## src/rtl/trap_frame_pkg.sv

```systemverilog
package trap_frame_pkg;
  localparam int WORD_W = 16;
  localparam int VEC_W  = 8;
  localparam int IMM_W  = 4;
  localparam int SLOT_W = 3;

  typedef enum logic [1:0] {
    TK_SWTRAP = 2'd0,
    TK_DIVZ   = 2'd1,
    TK_BOUNDS = 2'd2,
    TK_COND   = 2'd3
  } trap_kind_e;

  localparam logic [VEC_W-1:0] VEC_SW_BASE = 8'd32;
  localparam logic [VEC_W-1:0] VEC_DIVZ    = 8'd5;
  localparam logic [VEC_W-1:0] VEC_BOUNDS  = 8'd6;
  localparam logic [VEC_W-1:0] VEC_COND    = 8'd7;

  localparam logic [3:0] FMT_SHORT = 4'h0;
  localparam logic [3:0] FMT_LONG  = 4'h2;

  localparam int SHORT_WORDS = 4;
  localparam int LONG_WORDS  = 6;

  // slot numbering in push order over the long frame; short frames start at SLOT_FMT
  typedef enum logic [SLOT_W-1:0] {
    SLOT_FLT_LO = 3'd0,
    SLOT_FLT_HI = 3'd1,
    SLOT_FMT    = 3'd2,
    SLOT_PC_LO  = 3'd3,
    SLOT_PC_HI  = 3'd4,
    SLOT_SR     = 3'd5
  } frame_slot_e;
endpackage

```

## src/rtl/trap_vec_gen.sv

```systemverilog
module trap_vec_gen
  import trap_frame_pkg::*;
(
  input  logic [1:0]       kind,
  input  logic [IMM_W-1:0] imm,
  output logic [VEC_W-1:0] vec,
  output logic             long_frame
);
  always_comb begin
    unique case (trap_kind_e'(kind))
      TK_SWTRAP: vec = VEC_SW_BASE + {{(VEC_W-IMM_W){1'b0}}, imm};
      TK_DIVZ:   vec = VEC_DIVZ;
      TK_BOUNDS: vec = VEC_BOUNDS;
      default:   vec = VEC_COND;
    endcase
    long_frame = (trap_kind_e'(kind) != TK_SWTRAP);
  end
endmodule

```

## src/rtl/frame_word_sel.sv

```systemverilog
module frame_word_sel
  import trap_frame_pkg::*;
(
  input  logic [SLOT_W-1:0]   slot,
  input  logic [WORD_W-1:0]   sr,
  input  logic [2*WORD_W-1:0] next_pc,
  input  logic [2*WORD_W-1:0] fault_pc,
  input  logic [WORD_W-1:0]   fmt_word,
  output logic [WORD_W-1:0]   word
);
  always_comb begin
    unique case (frame_slot_e'(slot))
      SLOT_FLT_LO: word = fault_pc[WORD_W-1:0];
      SLOT_FLT_HI: word = fault_pc[2*WORD_W-1:WORD_W];
      SLOT_FMT:    word = fmt_word;
      SLOT_PC_LO:  word = next_pc[WORD_W-1:0];
      SLOT_PC_HI:  word = next_pc[2*WORD_W-1:WORD_W];
      default:     word = sr;
    endcase
  end
endmodule

```

## src/rtl/stack_addr_unit.sv

```systemverilog
module stack_addr_unit #(
  parameter int AW = 32,
  parameter int STEP = 2
) (
  input  logic          clk,
  input  logic          rst,
  input  logic          load,
  input  logic          step,
  input  logic [AW-1:0] sp_base,
  output logic [AW-1:0] addr
);
  localparam logic [AW-1:0] DEC = AW'(STEP);

  always_ff @(posedge clk) begin
    if (rst)       addr <= '0;
    else if (load) addr <= sp_base - DEC;
    else if (step) addr <= addr - DEC;
  end

  AST_ADDR_STEP: assert property (@(posedge clk) disable iff (rst)
    (step && !load) |=> (addr == $past(addr) - DEC));
endmodule

```

## src/rtl/trap_frame_seq.sv

```systemverilog
module trap_frame_seq
  import trap_frame_pkg::*;
#(
  parameter int AW = 32
) (
  input  logic              clk,
  input  logic              rst,
  input  logic              req_valid,
  input  logic [1:0]        req_kind,
  input  logic [IMM_W-1:0]  req_imm,
  input  logic [WORD_W-1:0] req_sr,
  input  logic [AW-1:0]     req_next_pc,
  input  logic [AW-1:0]     req_fault_pc,
  input  logic [AW-1:0]     sp_in,
  output logic              wr_en,
  output logic [AW-1:0]     wr_addr,
  output logic [WORD_W-1:0] wr_data,
  input  logic              wr_ack,
  output logic              busy,
  output logic              done,
  output logic [VEC_W-1:0]  vector_o,
  output logic [AW-1:0]     sp_out
);
  localparam int PCW = 2 * WORD_W;
  localparam logic [AW-1:0] SHORT_BYTES = AW'(2 * SHORT_WORDS);
  localparam logic [AW-1:0] LONG_BYTES  = AW'(2 * LONG_WORDS);
  localparam logic [SLOT_W-1:0] SHORT_BASE = SLOT_W'(LONG_WORDS - SHORT_WORDS);

  typedef enum logic [1:0] {S_IDLE, S_LOAD, S_PUSH, S_DONE} state_e;
  state_e state;

  logic [VEC_W-1:0]  vec_c, vec_q;
  logic              long_c, long_q;
  logic [WORD_W-1:0] sr_q;
  logic [PCW-1:0]    npc_q, fpc_q;
  logic [AW-1:0]     sp_q;
  logic [SLOT_W-1:0] idx;
  logic [SLOT_W-1:0] sel_slot;
  logic [SLOT_W-1:0] last_idx;
  logic [WORD_W-1:0] fmt_word, word_c;
  logic              is_last, accept;

  trap_vec_gen u_vec (
    .kind(req_kind), .imm(req_imm), .vec(vec_c), .long_frame(long_c)
  );

  assign fmt_word = {(long_q ? FMT_LONG : FMT_SHORT), 2'b00, vec_q, 2'b00};
  assign sel_slot = (long_q ? '0 : SHORT_BASE) + ((state == S_LOAD) ? '0 : idx + 1'b1);

  frame_word_sel u_word (
    .slot(sel_slot), .sr(sr_q), .next_pc(npc_q), .fault_pc(fpc_q),
    .fmt_word(fmt_word), .word(word_c)
  );

  assign accept   = (state == S_PUSH) && wr_ack;
  assign last_idx = long_q ? SLOT_W'(LONG_WORDS - 1) : SLOT_W'(SHORT_WORDS - 1);
  assign is_last  = (idx == last_idx);

  stack_addr_unit #(.AW(AW), .STEP(2)) u_addr (
    .clk(clk), .rst(rst),
    .load(state == S_LOAD),
    .step(accept && !is_last),
    .sp_base(sp_q),
    .addr(wr_addr)
  );

  assign busy = (state != S_IDLE);

  always_ff @(posedge clk) begin
    if (rst) begin
      state    <= S_IDLE;
      wr_en    <= 1'b0;
      wr_data  <= '0;
      done     <= 1'b0;
      vec_q    <= '0;
      long_q   <= 1'b0;
      sr_q     <= '0;
      npc_q    <= '0;
      fpc_q    <= '0;
      sp_q     <= '0;
      idx      <= '0;
      sp_out   <= '0;
    end else begin
      unique case (state)
        S_IDLE: begin
          if (req_valid) begin
            vec_q  <= vec_c;
            long_q <= long_c;
            sr_q   <= req_sr;
            npc_q  <= PCW'(req_next_pc);
            fpc_q  <= PCW'(req_fault_pc);
            sp_q   <= sp_in;
            idx    <= '0;
            state  <= S_LOAD;
          end
        end
        S_LOAD: begin
          wr_en   <= 1'b1;
          wr_data <= word_c;
          state   <= S_PUSH;
        end
        S_PUSH: begin
          if (wr_ack) begin
            if (is_last) begin
              wr_en  <= 1'b0;
              done   <= 1'b1;
              sp_out <= sp_q - (long_q ? LONG_BYTES : SHORT_BYTES);
              state  <= S_DONE;
            end else begin
              idx     <= idx + 1'b1;
              wr_data <= word_c;
            end
          end
        end
        default: begin
          done  <= 1'b0;
          state <= S_IDLE;
        end
      endcase
    end
  end

  assign vector_o = vec_q;

  AST_WR_HOLD: assert property (@(posedge clk) disable iff (rst)
    (wr_en && !wr_ack) |=> (wr_en && $stable(wr_addr) && $stable(wr_data)));
  AST_DONE_PULSE: assert property (@(posedge clk) disable iff (rst)
    done |=> !done);
  AST_DONE_NO_WR: assert property (@(posedge clk) disable iff (rst)
    done |-> !wr_en);
  AST_BUSY_IGNORE: assert property (@(posedge clk) disable iff (rst)
    busy |=> $stable(vector_o));
  AST_RESET_IDLE: assert property (@(posedge clk)
    $past(rst) |-> (!wr_en && !done && !busy));
endmodule

```

## config.mk

```make
export PLATFORM = sky130hd
export DESIGN_NAME = trap_frame_seq
export DESIGN_NICKNAME = d
export VERILOG_FILES = /design/src/rtl/trap_frame_pkg.sv /design/src/rtl/trap_vec_gen.sv /design/src/rtl/frame_word_sel.sv /design/src/rtl/stack_addr_unit.sv /design/src/rtl/trap_frame_seq.sv
export SDC_FILE = /design/constraint.sdc
export NUM_CORES = 1
export LEC_CHECK = 0
export ABC_AREA = 1
export CAP_MARGIN = 10
export CORE_ASPECT_RATIO = 0.5
export CORE_MARGIN = 5
export CORE_UTILIZATION = 25
export DETAILED_ROUTE_END_ITERATION = 10
export PLACE_DENSITY = 0.55
export SETUP_SLACK_MARGIN = 0.15
export SKIP_CTS_REPAIR_TIMING = 1
export SLEW_MARGIN = 20
export SYNTH_ARGS = -nofsm -noshare
export SYNTH_HDL_FRONTEND = slang
export SYNTH_SLANG_ARGS = --single-unit
```

## constraint.sdc

```tcl
create_clock -name clk -period 2.7 [get_ports clk]
set_input_delay 0.405 -clock clk [delete_from_list [all_inputs] [get_ports clk]]
set_output_delay 0.405 -clock clk [all_outputs]
set_load 0.02 [all_outputs]
```

== Word-level counts from Yosys, hierarchy flattened ==
Cells that the tools add are included.
Widths: inputs -> output; s select.
Cells by class
  bitwise logic cells: 1
  equality and inequality tests: 13
  $add $sub $neg: 6
  reduce and logical (&&, ||, !) cells: 19
  muxes and demuxes: 26
Operators by type and width (number)
  $pmux 16 s5: 1
  $mux 32: 2
  $sub 32x2->32 const B: 2
  $mux 16: 2
  $pmux 16 s2: 1
  $sub 32x4->32: 1
  $pmux 8 s3: 1
  $mux 3: 6
  $reduce_and 3->1: 5
  $mux 2: 5
  $reduce_bool 2->1: 5
  $ne 2x2->1 const B: 4
  $add 6x4->7 const A: 1
  $eq 3x2->1 const B: 2
  $pmux 2 s3: 1
  $pmux 3 s2: 1
  $eq 2x1->1 const B: 2
  $eq 2x2->1 const B: 2
  $logic_not 2->1: 2
  $mux 1: 4
  $pmux 1 s2: 2
  $reduce_and 4->1: 1
  $add 2x3->3: 1
  $add 3x1->3 const B: 1
  other kinds (9): 10
Word-level totals
  logic and storage cells: 78
  output and inout port bits: 91
  input bits: 122
  register bits after elaboration: 208

== Logic depth before layout (Yosys ltp) ==
Gate-level depths: netlist of run 1.
  depth after elaboration: 8
  mapped depth: 17
  depth with buffers taken out: 15

== By module ==
Synthesis of run 1 repeated with hierarchy kept, for this count alone.
Unflattened totals
  cell total of the unflattened synthesis: 1760
  area, all modules: 11309.6 um2
Modules (own cells, without submodules)
  trap_frame_seq: cells each 1001, sequential area each 3523.4 um2, area each 7244.4 um2, instances 1
  stack_addr_unit: cells each 549, sequential area each 640.6 um2, area each 2971.6 um2, instances 1
  frame_word_sel: cells each 186, sequential area each 0.0 um2, area each 964.7 um2, instances 1
  trap_vec_gen: cells each 24, sequential area each 0.0 um2, area each 128.9 um2, instances 1

== Worst setup path after synthesis of run 1 ==
OpenSTA, ideal clock, no wires.
  kind: register to register
  from: register state[1]
  to: register u_addr.addr[23]
  arrival time: 1937 ps
  slack: 693 ps
  clock period less this slack: 2007 ps
  data required time: 2630 ps
  buffers on the path: 2
  setup time: 70 ps
  cell stages (with the launch flop): 16
  cell sequence: dfxtp_1 -> inv_1 -> ha_1 -> buf_6 -> buf_6 -> nand2_1 -> o21ai_2 -> ha_1 -> nand3_1 -> nor2_2 -> nand3_4 -> nor2_4 -> nand2_1 -> nand2_1 -> nand3_1 -> a21oi_1
On the way
  longest elaborated chain between the ends: 4
  elaborated cells between the ends (all ways): 6
  classes of those cells: 2 x eq/ne; 1 x mux; 3 x reduce/logical
RTL lines
  start, declared: line trap_frame_seq.sv:30  | state_e state;
  start signal, assigned: line trap_frame_seq.sv:71  | state <= S_IDLE;
  start signal, assigned: line trap_frame_seq.sv:94  | state <= S_LOAD;
  start signal, assigned: line trap_frame_seq.sv:100  | state <= S_PUSH;
  $eq 2x2->1: line trap_frame_seq.sv:55  | assign accept = (state == S_PUSH) && wr_ack;
  $logic_and 1x1->1: line trap_frame_seq.sv:55
  $logic_and 1x1->1: line trap_frame_seq.sv:62  | .step(accept && !is_last),
  $reduce_bool 2->1 (no line)
  end signal, assigned: line stack_addr_unit.sv:16  | else if (load) addr <= sp_base - DEC;
  end signal, assigned: line stack_addr_unit.sv:17  | else if (step) addr <= addr - DEC;
  end, declared: line stack_addr_unit.sv:10  | output logic [AW-1:0] addr
Several ways; a longest one is shown, not always the timed one.
A chain may end at the register's enable or synchronous reset.

== Final worst setup path of run 1 ==
  from: register state[0]
  to: output port busy
On the way
  longest elaborated chain between the ends: 1
RTL lines
  $reduce_bool 2->1: line trap_frame_seq.sv:67  | assign busy = (state != S_IDLE);
  end, declared: line trap_frame_seq.sv:19  | output logic busy,
No other way between the ends.

==> results by group, run 1 <==
CTS
  – Root buffer cell: clkbuf_16
  – Deepest clock path buffer count: 3
  – CTS clock-pin slew for the worst setup and hold paths: about 0.060 ns
  – H-tree levels: 1
  – CTS tree: built
  – Clk_lat worst skew: 0.52 ns
  – Clk sinks: approximately 210
  – Total CTS buffers: 22

Route
  – DRC violations left: 0
  – TritonRoute pass-1 iters: 5
  – DRT Wirelength: roughly 35 mm
  – WL per Instance: ~16 microns
  – Final ANT Viol Nets: 0
  – Detailed Route Iter0 Violations: ~670
  – Via density: about 4.5
  – Vias: roughly 10000

Power and ir drop
  – Power per cell area: around 1100 mW/mm^2
  – Leakage: ~5.7 nW
  – IR drop worst, VDD: about 0.00047 V

Synthesis
  – Syn Std Cell Area: about 0.010 sq mm
  – Mean Syn Cell Area: approximately 6.7 sq um
  – Yosys cell types: 37
  – Ys Warns: 0
  – Synth Instances: around 1500
  – Seq cells post-synth: slightly above 200
  – Synth top area share: 40.4%
  – Synth area leaders: dfxtp_1, nor2_1, nand2_1, o21ai_0, nand3_1
  – Most area-hungry cell type in the Yosys netlist: dfxtp_1
  – Sequential cell area fraction in the yosys report: 40.4%

Min path
  – HP Class: reg -> reg
  – Worst hold path depth: 2

Worst setup path
  – Worst path cell trace: inv_1 -> ha_1 -> inv_1 -> clkdlybuf4s50_1
  – CP Max Fanout: 5
  – Worst R2R Setup Slack: approximately 0.4 ns
  – Crit path max-delay family: buffers and inverters
  – Nature of the critical path startpoint: flip-flop
  – Crit path largest cell delay: about 0.62 ns
  – CP Launch Point: state[0]
  – Slowest cell on the critical path: clkdlybuf4s50_1
  – WP buf/inv: 3
  – Critical Path End: busy
  – Reg-to-reg startpoint: state[1]
  – Required @ worst endpoint: roughly 2.3 ns
  – CP Depth: 4
  – CP Capture Type: primary output
  – CP most frequent cell: inv_1
  – Crit Path Class: reg -> out
  – R2R depth: 13
  – Arr. time, crit path: between 2 and 2.5 ns
  – RR Endpoint: u_addr.addr[23]

Finish
  – Layout area overhead: 33.8%
  – Most frequent cells in the layout: nor2_1, nand2_1, clkdlybuf4s50_1
  – Util after Layout: about a third
  – Share of layout cells above drive strength 1: about 6.4%
  – Nets: roughly 1800
  – Commonest non-fill, non-tap cell in the layout: nor2_1

Status
  – Outcome: complete, no violations

Timing
  – Max frequency: 0.406 GHz
  – Min Tclk post-route: approximately 2.5 ns
  – Slew headroom: a little under half
  – Clock skew: 0.00958 ns
  – Final Max Slew Viols: 0
  – Setup TNS: 0 ns
  – Worst-margin pin slew: between 0.8 and 0.9 ns
  – Finish-stage setup viols: 0
  – RSZ-0062 raised after global routing: no
  – Final Hold Vio Count: 0
  – Final period utilization: ~91%

Placed design
  – IO buf count: roughly 210
  – Final GP Congestion: approximately 0.87
  – Hpwl dp: roughly 27 mm

Global routing
  – GRT Util Overall: 15.1%
  – First-pass GRT wire length: around 55 mm
  – Initial antenna violation count: 1
  – GRT overflow: 0
  – Pin count of the biggest net entering global routing: 69
  – Vias in the first global route: between 9000 and 10000

Floorplan
  – # IOs: about 210
  – Die height: roughly 150 microns
  – DIE AREA: 0.0450 sq mm
  – Starting Density: between 20% and 30%
  – Rows: between 50 and 60
  – Die Wd: between 200 and 300 microns
  – Core area: between 0.04 and 0.05 sq mm

Run
  – Max cap viols: 0
[cell usage after synthesis]
cell type / count
a211oi_1: 1
a21oi_1: 80
a22oi_1: 1
a31oi_1: 12
and3_1: 1
buf_1: 3
buf_2: 15
buf_4: 6
buf_6: 4
clkbuf_1: 55
clkinv_1: 4
conb_1: 1
dfxtp_1: 205
ha_1: 13
inv_1: 116
inv_2: 10
inv_4: 1
nand2_1: 287
nand2_2: 7
nand3_1: 105
nand3_4: 1
nand3b_1: 7
nand4_1: 21
nor2_1: 289
nor2_2: 9
nor2_4: 4
nor3_1: 3
nor3_2: 1
o211ai_1: 2
o21a_1: 7
o21ai_0: 201
o21ai_1: 10
o21ai_2: 7
o21bai_1: 13
or2_2: 4
xnor2_1: 1
xor2_1: 16
[kinds of logic after synthesis]
kind of cell / after synthesis / share of synthesized area [%]
and+or+nand+nor: 739 / 30.4
DFF: 205 / 40.4
buffers and inverters: 214 / 8.63
adders and majority gates: 13 / 1.60
AOI/OAI and AO/OA: 334 / 17.5
xor gates and xnor gates: 17 / 1.47
other: 1 / 0.0369
[area by class of cell]
type / count / area (sq um)
timing repair buffer: 235 / 2360
antenna: 1 / 2.50
tap: 540 / 676
fill: 4338 / 26700
inverter: 131 / 497
clock inverter: 7 / 96.3
clock buffer: 31 / 634
multi-input combinational: 1106 / 5220
sequential: 205 / 4110
[worst min path at each step]
stage | start | end | slack (ns)
4_1_cts | done | done | 0.46
3_5_place_dp | done | done | 0.45
6_report | done | done | 0.45
3_3_place_gp | wr_data[3] | wr_data[3] | 0.45
5_1_grt | done | done | 0.49
2_1_floorplan | sr_q[2] | sr_q[2] | 0.43
[per-stage QoR]
step | worst slack, ns | area, sq um | hold slack, ns | instances | power [mW]
after CTS | 0.263 | 13600 | 0.462 | 2255 | 14.9
after floorplan | 0.693 | 10200 | 0.431 | 1525 | 9.31
after global routing | 0.145 | 13600 | 0.489 | 2256 | 16.1
after global placement | 0.388 | 12800 | 0.453 | 2217 | 11.8
final | 0.236 | 13600 | 0.455 | 2256 | 14.9
after detailed placement | 0.370 | 12800 | 0.452 | 2217 | 11.8
[registers in the layout, summed over array words and instances (netlist names), 3 cells and up]
register	cells
idx	3
sp_q	32
vector_o	5
u_addr.addr	32
fpc_q	32
wr_data	16
sp_out	32
sr_q	16
npc_q	32
[per-layer routing]
| layer | vias up | routed length, microns | track usage (%) |
|---|---|---|---|
| met5 | - | 0 | 0 |
| met2 | 162 | 17600 | 27.1 |
| li1 | 5301 | - | - |
| met4 | 0 | 907 | 3.66 |
| met1 | 4605 | 15700 | 19.2 |
| met3 | 45 | 1050 | 2.00 |
[report_power, final]
part	switching (mW)	internal (mW)
sequential	0.711	3.86
clock	1.27	1.83
combinational	4.60	2.58
total	6.58	8.27
[worst min-delay path, cell delays in order (launching register included)]
cell and delay [ns]:
dfxtp_1 0.31, inv_1 0.05, a21oi_1 0.05
Note: power is estimated with default switching activity, not from simulation.
==> run 2: changes to the inputs <==
MAX_ROUTING_LAYER = met4   (was not set)
SLEW_MARGIN = not set   (was 20)
==> run 2 against run 1 <==
Register-to-register slack hardly changed. Clock skew is 0.00074 ns higher. Critical path depth stayed put. Global-route usage is 0.45 points higher. Die area stayed put. Utilization stayed put. Sequential share of layout area stayed put. Power hardly changed. Via count is 0.26% higher. Critical path type unchanged. Critical endpoint unchanged. Highest routed layer unchanged.
==> results by group, run 2 (synthesis gave the netlist of run 1 again) <==
Timing
  – Setup TNS: 0 ns
  – Hold slack: 0.455 ns
  – Max frequency: ~0.41 GHz
  – Final Hold Vio Count: 0
  – Slew headroom: between 40% and 50%
  – Finish-stage setup viols: 0
  – Clock skew: 0.0103 ns
  – Min Tclk post-route: roughly 2.5 ns
  – Final Max Slew Viols: 0
  – RSZ-0062 raised after global routing: no
  – Worst-margin pin slew: about 0.80 ns
  – Final period utilization: between 90% and 100%

Route
  – Final ANT Viol Nets: 0
  – TritonRoute pass-1 iters: 5
  – Vias: between 10000 and 15000
  – Via density: ~4.5
  – DRT Wirelength: about 35 mm
  – Detailed Route Iter0 Violations: roughly 720
  – DRC violations left: 0
  – WL per Instance: between 15 and 20 microns

Worst setup path
  – Worst R2R Setup Slack: about 0.39 ns
  – CP Capture Type: primary output
  – Arr. time, crit path: ~2.1 ns
  – Required @ worst endpoint: approximately 2.3 ns
  – WP buf/inv: 3
  – CP Max Fanout: 5
  – CP most frequent cell: inv_1
  – Crit path largest cell delay: between 0.6 and 0.7 ns
  – Worst path cell trace: inv_1 -> ha_1 -> inv_1 -> clkdlybuf4s50_1
  – Slowest cell on the critical path: clkdlybuf4s50_1
  – Crit Path Class: reg -> out
  – Crit path max-delay family: buffers and inverters
  – Nature of the critical path startpoint: flip-flop

Global routing
  – GRT busiest layer: met2
  – First-pass GRT wire length: 55.1 mm
  – Met1 Use GR: 19.1%
  – Pin count of the biggest net entering global routing: 69
  – Met3 Use GR: approximately 1.9%
  – GRT met2 Usage: a little over a quarter
  – Initial antenna violation count: 1
  – GRT overflow: 0
  – GRT Util Overall: around 16%
  – Vias in the first global route: just under 10000

Floorplan
  – DIE AREA: approximately 0.045 sq mm
  – # IOs: between 200 and 250
  – Die Wd: 295 microns
  – Starting Density: around a quarter
  – Rows: 52
  – Die height: ~150 microns
  – Core area: between 0.04 and 0.05 sq mm

CTS
  – Clk sinks: 205
  – Deepest clock path buffer count: 3
  – Root buffer cell: clkbuf_16
  – CTS tree: built
  – Total CTS buffers: 22
  – H-tree levels: 1
  – Clk_lat worst skew: between 0.5 and 0.6 ns
  – CTS clock-pin slew for the worst setup and hold paths: around 0.060 ns

Finish
  – # fillers: ~4300
  – Commonest non-fill, non-tap cell in the layout: nor2_1
  – Nets: ~1800
  – Post-Layout Cell Count: ~2300
  – Most frequent cells in the layout: nor2_1, nand2_1, clkdlybuf4s50_1
  – Share of layout cells above drive strength 1: 6.36%
  – Layout area overhead: 33.8%

Status
  – Outcome: complete, no violations

Placed design
  – Final GP Congestion: 0.885
  – Hpwl dp: between 20 and 30 mm
  – IO buf count: approximately 210
  – Placed Cells: 2217

Power and ir drop
  – Leakage: roughly 5.7 nW
  – Power per cell area: ~1100 mW/mm^2
  – IR drop worst, VDD: between 0.0004 and 0.0005 V

Run
  – Max cap viols: 0

Min path
  – HP Class: reg -> reg
## run 2: final cells by class
class	count	area (sq um)	share of cell area (%)
tap	540	676	4.97
antenna	1	2.50	0.0184
timing repair buffer	235	2360	17.4
multi-input combinational	1106	5220	38.4
clock buffer	31	634	4.67
inverter	131	497	3.66
sequential	205	4110	30.2
clock inverter	7	96.3	0.709
## run 2: worst min-delay path, delay by kind of cell (launching register included)
family | cells | cell delay [ns]
buffers and inverters | 1 | 0.05
DFF | 1 | 0.31
AOI/OAI and AO/OA | 1 | 0.05
## run 2: metrics by stage
step           power (mW)  utilization [%]  worst slack (ns)  instance area (sq um)
5_1_grt              16.1             33.7             0.145                  13600
3_5_place_dp         11.8             31.9             0.370                  12800
4_1_cts              14.9             33.7             0.263                  13600
3_3_place_gp         11.8             31.9             0.388                  12800
2_1_floorplan        9.31                -             0.693                  10200
6_report             14.8             33.7             0.234                  13600
## run 2: final timing paths
path             from         endpoint  cells past startpoint
max          state[0]             busy                      4
min              done             done                      2
max reg2reg  state[1]  u_addr.addr[23]                     13
min reg2reg      done             done                      2
## run 2: report_power, final
| part | switching [mW] | internal [mW] |
|---|---|---|
| combinational | 4.60 | 2.58 |
| sequential | 0.716 | 3.86 |
| clock | 1.26 | 1.83 |
## run 2: routing by layer
metal  routed length (microns)  up-vias
met2                     17700      187
met5                         0        -
met1                     15600     4611
met3                      1150       45
li1                          -     5296
met4                       909        0
